===== src/rtl/tmr_pkg.sv =====
package tmr_pkg;
  typedef enum logic [1:0] {
    MODE_IDLE  = 2'b00,
    MODE_EVENT = 2'b01,
    MODE_TIMER = 2'b10,
    MODE_PULSE = 2'b11
  } tmr_mode_e;

  typedef struct packed {
    tmr_mode_e  mode;
    logic       rsvd;
    logic       run;
    logic       edge_sel;
    logic [2:0] psc;
  } tmr_ctrl_t;

  localparam logic [1:0] ADDR_CTRL  = 2'd0;
  localparam logic [1:0] ADDR_LOAD  = 2'd1;
  localparam logic [1:0] ADDR_COUNT = 2'd2;
endpackage


===== src/rtl/tmr_pin_sync.sv =====
module tmr_pin_sync #(
  parameter int STAGES = 2
) (
  input  logic clk_i,
  input  logic rst_ni,
  input  logic pin_i,
  output logic rise_o,
  output logic fall_o
);
  // STAGES sync flops plus one history flop for edge detection
  logic [STAGES:0] sh_q;
  logic            lvl, prev;

  always_ff @(posedge clk_i or negedge rst_ni) begin
    if (!rst_ni) sh_q <= '0;
    else         sh_q <= {sh_q[STAGES-1:0], pin_i};
  end

  assign lvl    = sh_q[STAGES-1];
  assign prev   = sh_q[STAGES];
  assign rise_o = lvl & ~prev;
  assign fall_o = ~lvl & prev;
endmodule


===== src/rtl/tmr_prescaler.sv =====
module tmr_prescaler #(
  parameter int PSC_W = 8
) (
  input  logic       clk_i,
  input  logic       rst_ni,
  input  logic       clr_i,
  input  logic [2:0] sel_i,
  output logic       tick_o
);
  logic [PSC_W-1:0] cnt_q, mask;

  always_comb begin
    for (int i = 0; i < PSC_W; i++) mask[i] = (i <= int'(sel_i));
  end

  always_ff @(posedge clk_i or negedge rst_ni) begin
    if (!rst_ni)    cnt_q <= '0;
    else if (clr_i) cnt_q <= '0;
    else            cnt_q <= cnt_q + 1'b1;
  end

  assign tick_o = ((cnt_q & mask) == mask);
endmodule


===== src/rtl/tmr_count_core.sv =====
module tmr_count_core
  import tmr_pkg::*;
#(
  parameter int DATA_W = 8
) (
  input  logic              clk_i,
  input  logic              rst_ni,
  input  tmr_mode_e         mode_i,
  input  logic              run_i,
  input  logic              edge_sel_i,
  input  logic              rise_i,
  input  logic              fall_i,
  input  logic              tick_i,
  input  logic              load_wr_i,
  input  logic [DATA_W-1:0] load_data_i,
  output logic [DATA_W-1:0] cnt_o,
  output logic [DATA_W-1:0] preload_o,
  output logic              ovf_o,
  output logic              pw_start_o,
  output logic              pw_done_o
);
  logic [DATA_W-1:0] cnt_q, preload_q;
  logic              meas_q;
  logic              start_edge, end_edge, evt_edge, pw_mode, inc;

  assign start_edge = edge_sel_i ? rise_i : fall_i;
  assign end_edge   = edge_sel_i ? fall_i : rise_i;
  assign evt_edge   = edge_sel_i ? fall_i : rise_i;
  assign pw_mode    = run_i && (mode_i == MODE_PULSE);
  assign pw_start_o = pw_mode && !meas_q && start_edge;
  assign pw_done_o  = pw_mode && meas_q && end_edge;

  always_comb begin
    unique case (mode_i)
      MODE_EVENT: inc = run_i & evt_edge;
      MODE_TIMER: inc = run_i & tick_i;
      MODE_PULSE: inc = pw_mode & meas_q & tick_i & ~end_edge;
      default:    inc = 1'b0;
    endcase
  end

  assign ovf_o = inc && (cnt_q == '1);

  always_ff @(posedge clk_i or negedge rst_ni) begin
    if (!rst_ni)         meas_q <= 1'b0;
    else if (!pw_mode)   meas_q <= 1'b0;
    else if (pw_start_o) meas_q <= 1'b1;
    else if (pw_done_o)  meas_q <= 1'b0;
  end

  always_ff @(posedge clk_i or negedge rst_ni) begin
    if (!rst_ni)        preload_q <= '0;
    else if (load_wr_i) preload_q <= load_data_i;
  end

  always_ff @(posedge clk_i or negedge rst_ni) begin
    if (!rst_ni)                 cnt_q <= '0;
    else if (load_wr_i && !run_i) cnt_q <= load_data_i;
    else if (ovf_o)              cnt_q <= preload_q;
    else if (inc)                cnt_q <= cnt_q + 1'b1;
  end

  assign cnt_o     = cnt_q;
  assign preload_o = preload_q;
endmodule


===== src/rtl/tmr_evt_ctr.sv =====
module tmr_evt_ctr
  import tmr_pkg::*;
#(
  parameter int DATA_W      = 8,
  parameter int SYNC_STAGES = 2,
  parameter int PSC_W       = 8
) (
  input  logic              clk_i,
  input  logic              rst_ni,
  input  logic              wr_en_i,
  input  logic [1:0]        wr_addr_i,
  input  logic [DATA_W-1:0] wr_data_i,
  input  logic [1:0]        rd_addr_i,
  output logic [DATA_W-1:0] rd_data_o,
  input  logic              pin_i,
  input  logic              int_en_i,
  input  logic              flag_clr_i,
  output logic              flag_o,
  output logic              irq_o,
  output logic              wake_o
);
  localparam int CTRL_W = $bits(tmr_ctrl_t);

  tmr_ctrl_t         ctrl_q, ctrl_wr;
  logic              ctrl_we, load_we;
  logic              rise, fall, tick, ovf, pw_start, pw_done;
  logic              flag_q, wake_q;
  logic [DATA_W-1:0] cnt, preload;

  assign ctrl_we = wr_en_i && (wr_addr_i == ADDR_CTRL);
  assign load_we = wr_en_i && (wr_addr_i == ADDR_LOAD);

  always_comb begin
    ctrl_wr      = tmr_ctrl_t'(wr_data_i[CTRL_W-1:0]);
    ctrl_wr.rsvd = 1'b0;
  end

  // software write wins over the hardware clear at measurement end
  always_ff @(posedge clk_i or negedge rst_ni) begin
    if (!rst_ni)        ctrl_q     <= '0;
    else if (ctrl_we)   ctrl_q     <= ctrl_wr;
    else if (pw_done)   ctrl_q.run <= 1'b0;
  end

  tmr_pin_sync #(.STAGES(SYNC_STAGES)) i_sync (
    .clk_i  (clk_i),
    .rst_ni (rst_ni),
    .pin_i  (pin_i),
    .rise_o (rise),
    .fall_o (fall)
  );

  tmr_prescaler #(.PSC_W(PSC_W)) i_psc (
    .clk_i  (clk_i),
    .rst_ni (rst_ni),
    .clr_i  (!ctrl_q.run || pw_start),
    .sel_i  (ctrl_q.psc),
    .tick_o (tick)
  );

  tmr_count_core #(.DATA_W(DATA_W)) i_core (
    .clk_i       (clk_i),
    .rst_ni      (rst_ni),
    .mode_i      (ctrl_q.mode),
    .run_i       (ctrl_q.run),
    .edge_sel_i  (ctrl_q.edge_sel),
    .rise_i      (rise),
    .fall_i      (fall),
    .tick_i      (tick),
    .load_wr_i   (load_we),
    .load_data_i (wr_data_i),
    .cnt_o       (cnt),
    .preload_o   (preload),
    .ovf_o       (ovf),
    .pw_start_o  (pw_start),
    .pw_done_o   (pw_done)
  );

  // overflow set dominates a same-cycle clear
  always_ff @(posedge clk_i or negedge rst_ni) begin
    if (!rst_ni) begin
      flag_q <= 1'b0;
      wake_q <= 1'b0;
    end else begin
      wake_q <= ovf;
      if (ovf)             flag_q <= 1'b1;
      else if (flag_clr_i) flag_q <= 1'b0;
    end
  end

  always_comb begin
    unique case (rd_addr_i)
      ADDR_CTRL:  rd_data_o = DATA_W'(ctrl_q);
      ADDR_LOAD:  rd_data_o = preload;
      ADDR_COUNT: rd_data_o = cnt;
      default:    rd_data_o = '0;
    endcase
  end

  assign flag_o = flag_q;
  assign irq_o  = flag_q & int_en_i;
  assign wake_o = wake_q;
endmodule


===== config.mk =====
export PLATFORM = sky130hd
export DESIGN_NAME = tmr_evt_ctr
export DESIGN_NICKNAME = d
export VERILOG_FILES = /design/src/rtl/tmr_pkg.sv /design/src/rtl/tmr_pin_sync.sv /design/src/rtl/tmr_prescaler.sv /design/src/rtl/tmr_count_core.sv /design/src/rtl/tmr_evt_ctr.sv
export SDC_FILE = /design/constraint.sdc
export NUM_CORES = 1
export LEC_CHECK = 0
export CAP_MARGIN = 40
export CORE_UTILIZATION = 35
export CTS_CLUSTER_SIZE = 10
export DETAILED_ROUTE_END_ITERATION = 10
export GPL_ROUTABILITY_DRIVEN = 0
export PLACE_DENSITY = 0.63
export SLEW_MARGIN = 20
export SYNTH_ARGS = -nofsm -noshare
export SYNTH_HDL_FRONTEND = slang
export SYNTH_SLANG_ARGS = --single-unit
export TNS_END_PERCENT = 50

===== constraint.sdc =====
create_clock -name clk_i -period 1.9 [get_ports clk_i]
set_clock_uncertainty 0.05 [all_clocks]
set_input_delay 0.285 -clock clk_i [delete_from_list [all_inputs] [get_ports clk_i]]
set_output_delay 0.285 -clock clk_i [all_outputs]
set_load 0.005 [all_outputs]

* After elaboration in Yosys (flattened, before gate mapping)
Cells that the tools add are included.
** Word-level totals
- Output and inout port bits :: 11
- Logic and storage cells :: 72
- Bits of input ports :: 18
- Register bits after elaboration :: 37
** Operators by class
- Multiplexer cells :: 14
- Equality and inequality tests :: 9
- Magnitude comparators :: 7
- Add/subtract/negate cells :: 2
- Reduce and logical (&&, ||, !) cells :: 17
- Bitwise logic cells :: 12
** Operators with widths (count)
- $mux 8 :: 4
- $pmux 8 s3 :: 1
- $add 8x1->8 const B :: 2
- $le 3x3->1 const A :: 4
- $logic_and 1x1->1 :: 9
- $and 1x1->1 :: 8
- $and 8x8->8 :: 1
- $eq 8x8->1 :: 1
- $eq 8x8->1 const B :: 1
- $mux 1 :: 8
- $eq 2x1->1 const B :: 3
- $eq 2x2->1 const B :: 3
- $le 2x3->1 const A :: 2
- $logic_not 2->1 :: 2
- $reduce_bool 2->1 :: 2
- $le 1x3->1 const A :: 1
- $ne 3x2->1 const B :: 1
- $not 1->1 :: 3
- $pmux 1 s3 :: 1
- $reduce_bool 3->1 :: 1
- $logic_not 1->1 :: 2
- $logic_or 1x1->1 :: 1

* Depth between registers and ports, before layout
- Depth after elaboration :: 9
- Mapped depth :: 7
- Depth with buffers taken out :: 7

* Cells and area by module
Synthesis repeated with hierarchy kept, for this count alone.
** Second synthesis, totals
- Cell total of the unflattened synthesis :: 187
- Area total of the unflattened synthesis :: 2016.9 µm²
** Modules (own cells, without submodules)
- tmr_count_core :: cells each 98, seq. area each 425.4 µm², area each 984.7 µm², instances 1
- tmr_evt_ctr :: cells each 43, seq. area each 225.2 µm², area each 528.0 µm², instances 1
- tmr_prescaler :: cells each 41, seq. area each 200.2 µm², area each 414.1 µm², instances 1
- tmr_pin_sync :: cells each 5, seq. area each 75.1 µm², area each 90.1 µm², instances 1

* Worst setup path after synthesis
No wires, ideal clock.
- Path type :: register -> register
- From :: register ctrl_q[6] (netlist bit)
- To :: register i_core.cnt_q[5] (netlist: i_core.cnt_o[5])
- Buffers on the path :: 0
- Slack :: -52 ps
- Cell stages (with the launch flop) :: 8
- Library setup time :: 123 ps
- Arrival :: 1779 ps
- Period minus slack after synthesis :: 1952 ps
- Data required time :: 1727 ps
- Cells stage by stage :: dfrtp_1 inv_1 ha_1 nand3b_1 o22ai_1 a221o_2 a21o_4 o221a_1
** On the way
- Longest elaborated chain between the ends :: 9
- Elaborated cells on any way between the ends :: 12
- Classes of those cells :: eq/ne: 3; mux: 3; bitwise: 3; reduce/logical: 3
** RTL lines
- start, declared :: line tmr_evt_ctr.sv:24 : tmr_ctrl_t ctrl_q, ctrl_wr;
- start signal, assigned :: line tmr_evt_ctr.sv:41 : else if (ctrl_we) ctrl_q <= ctrl_wr;
- $eq 2x2->1 :: line tmr_count_core.sv:29, tmr_count_core.sv:34
- $logic_and 1x1->1 :: line tmr_count_core.sv:29 : assign pw_mode = run_i && (mode_i == MODE_PULSE);
- $and 1x1->1 (3 in series) :: line tmr_count_core.sv:37 : MODE_PULSE: inc = pw_mode & meas_q & tick_i & ~end_edge;
- $pmux 1 s3 (*) :: line tmr_count_core.sv:34 : unique case (mode_i)
- $logic_and 1x1->1 :: line tmr_count_core.sv:42 : assign ovf_o = inc && (cnt_q == '1);
- $mux 8 :: line tmr_count_core.sv:59 : else if (ovf_o) cnt_q <= preload_q;
- $mux 8 :: line tmr_count_core.sv:58 : else if (load_wr_i && !run_i) cnt_q <= load_data_i;
- end signal, assigned :: line tmr_count_core.sv:58
- end signal, assigned :: line tmr_count_core.sv:59
- end signal, assigned :: line tmr_count_core.sv:60 : else if (inc) cnt_q <= cnt_q + 1'b1;
- end, declared :: line tmr_count_core.sv:22 : logic [DATA_W-1:0] cnt_q, preload_q;
Mark *: on every way between the ends. The rest lies on a longest branch, timed or not.
A chain may end at the register's enable or synchronous reset.

* Worst setup path in the final report
Ends and elaborated chain as after synthesis.

==> flow_summary.toml <==
[outcome]
status = "finished, violations left"
violations = "hold timing, setup timing"

[timing]
worst_pin_slew_ns = 0.4915
final_hold_viol_count = 23
rsz0062_at_grt = "true"
hold_slack_ns = -0.01640
max_freq_mhz = 506.6
min_period_ns = 1.974
worst_slack_ns = -0.07381
setup-violations-final = 6
fin_crit_sh_pct = 103.9
slew_violations = 0
slew_headroom_pct = 67.23
fin_setup_tns_ns = -0.1763

[floorplan]
dieHeight_um = 79.48
start_util_pct = 37.24
design.die.area_sq_um = 6316
die_x_um = 79.48
core-area_sq_um = 5642
rows = 27
ioPinCount = 29

[logic_synthesis]
synthesis.area_sq_um = 2101
ys_seq_area_share_pct = 44.07
synth.distinct_cells = 48
netlist_top_cells_area = "dfrtp_1 (44%), mux2_2 (5.9%), nand2_1 (5.2%), mux2i_1 (4.8%), o21ai_0 (3.8%)"
avgSynthCellArea_sq_um = 9.726
async_reset_ff_share_pct = 100.0
yosys_warnings = 0
synth_top_area_cell = "dfrtp_1"
synth.top_cell.area_share_pct = 44.07
synth-main-ff-cell = "dfrtp_1"
synthCells = 216
synth-seq-cells = 37
synthesis.nets = 239
synth-edff-count = 0

[worst_setup_path]
crit_required_ns = 2.03
critical_path_class = "register to register"
crit_fanout = 6
critical_path_arrival_ns = 2.11
cp-start-kind = "register"
critPathCaptureType = "register"

[routing]
wl_mm = 5.127
wire_per_inst_um = 14.95
drt_iter0_markers = 180
via_count = 1801
via_per_inst = 5.251
dr.pass1.iters = 4
drtAntennaViolNets = 0
drc = 0

[cells_and_area]
stdcell_area_sq_um = 2784
nFillCells = 520
nets = 293
final_cell_mix = "dfrtp_1 (37), nand2_1 (29), buf_4 (24)"
antenna_cells = 0
finalNonFillerCells = 343
syn2layout_area_growth_pct = 32.52
layout_commonest_cell = "dfrtp_1"
drive_above_1_share_pct = 23.99

[power]
p_clk_share_pct = 28.2
switching_share_pct = 32.16
leakagePower_nw = 1.202
combPwrFrac_pct = 28.9
powerDensity_nw_per_um2 = 921.9
p_total_w = 0.002566
ir_drop_mv = 0.3661
power_frac_seq_pct = 42.9
power.switching_w = 0.0008253
internal-power_w = 0.001741

[clock_tree]
cts_tree = "yes"
cts_max_path_buffers = 2
cts.sinks = 37
clk_latency_ns = 0.29
cts-root-buf = "clkbuf_8"
cts_buffers = 5
htreeDepth = 2
clk_pin_slew_ns = 0.08

[global_route]
grt_max_degree = 38
grt-ovfl-total = 0
grt_usage_pct = 17.72
grt_first_pass_wirelength_mm = 8.514
grt_pass1_vias = 1701
antenna_found_initial = 0

[placed_design]
dpl.hpwl_mm = 3.749
postPlaceCellArea_sq_um = 2585
port_buffers = 28
dp_cells = 330

[job]
maxCapViolations = 0

[worst_hold_path]
hp-class = "input port to async pin"
[synthesized netlist by cell type, drive strengths merged, types with 2 or more instances]
cell and number:
a41oi 2, o221ai 4, o31ai 2, xor2 2
mux2 11, clkbuf 5, nand3b 3, nor2 15
nand2b 4, a21boi 2, nand3 7, a21o 3
mux2i 10, nand2 30, nand4 2, xnor2 6
dfrtp 37, buf 3, a21oi 5, o22ai 3
ha 5, and3 3, o21ai 17, inv 14
nor2b 2
[cell type report]
cell class / count / area, sq um / area share (%)
clock inverters: 1 / 30.03 / 1.079
multi-input cells: 157 / 1136 / 40.81
clock buffers: 7 / 86.33 / 3.101
repair buffers: 55 / 462.9 / 16.63
inverters: 14 / 52.55 / 1.888
well taps: 72 / 90.09 / 3.236
flip-flops and latches: 37 / 925.9 / 33.26
[flip-flops by register name, indices dropped and copies added (netlist names)]
signal and count:
i_psc.cnt_q 8, i_core.preload_o 8, i_sync.sh_q 3, flag_o 1, i_core.cnt_o 8, wake_o 1
i_core.meas_q 1, ctrl_q 7
[power by group through the flow]
stage,registers [W],logic [W],clock network [W]
2_1_floorplan,0.00104,0.000471,0
3_3_place_gp,0.00111,0.000698,0
3_5_place_dp,0.00111,0.000708,0
4_1_cts,0.00110,0.000690,0.000728
5_1_grt,0.00113,0.000817,0.000781
6_report,0.00110,0.000742,0.000723
[per-stage QoR]
step                setup WS, ns  utilization [%]
global route             -0.1748            49.35
CTS                      -0.1151            47.90
finish                  -0.07381            49.35
detailed placement       -0.3353            45.82
floorplan              -0.009702                -
global placement         -0.3416            45.82
[logic make-up (layout without fill, tap and decap cells)]
group           Yosys count  in the layout  synth area share [%]
fa+ha+maj                 5              5                 2.978
flops                    37             37                 44.07
mux                      21             21                 10.66
xor+xnor                  8              8                 3.335
buf+inv                  22             77                 4.705
simple gates             75             75                 17.75
compound gates           48             48                 16.50
[critical path, stage by stage (launching register included)]
cell and delay [ns]:
dfrtp_1 0.41, buf_4 0.15, ha_4 0.15, nand4b_1 0.16, o22ai_1 0.10, a221o_2 0.40, a21o_4 0.25, o221a_1 0.20
[worst paths after layout]
| check | from | end | slack (ns) | cells past startpoint |
|---|---|---|---|---|
| worst max-delay path | ctrl_q[6]$_DFFE_PN0P_ | i_core.cnt_o[5]$_DFFE_PN0P_ | -0.07 | 7 |
| worst max register to register | ctrl_q[6]$_DFFE_PN0P_ | i_core.cnt_o[5]$_DFFE_PN0P_ | -0.07 | 7 |
| worst min-delay path | rst_ni | i_sync.sh_q[0]$_DFF_PN0_ | -0.02 | 2 |
| min in group clk_i | i_sync.sh_q[0]$_DFF_PN0_ | i_sync.sh_q[1]$_DFF_PN0_ | 0.30 | 0 |
| max in group asynchronous | rst_ni | ctrl_q[0]$_DFFE_PN0P_ | 1.47 | 2 |
| worst min register to register | i_sync.sh_q[0]$_DFF_PN0_ | i_sync.sh_q[1]$_DFF_PN0_ | 0.30 | 0 |
[per-layer routing]
metal	routed length, um	share of wire (%)	up-vias	global-route usage, %
met2	2361	46	48	26.84
met1	2466	48	872	25.63
met3	226	4.4	7	2.171
li1	-	-	874	-
met5	0	0	-	0
met4	72	1.4	0	6.545
[timing repair]
item / in CTS / in global routing
endpoints found under the setup margin: 16 / 14
gates resized for setup: 13 / 20
setup buffers: 2 / 3
gates cloned: 0 / 0
pin swaps: 2 / 4
hold endpoints to repair: 0 / 0
hold buffers: 0 / 0
(Power assumes the default switching activity.)
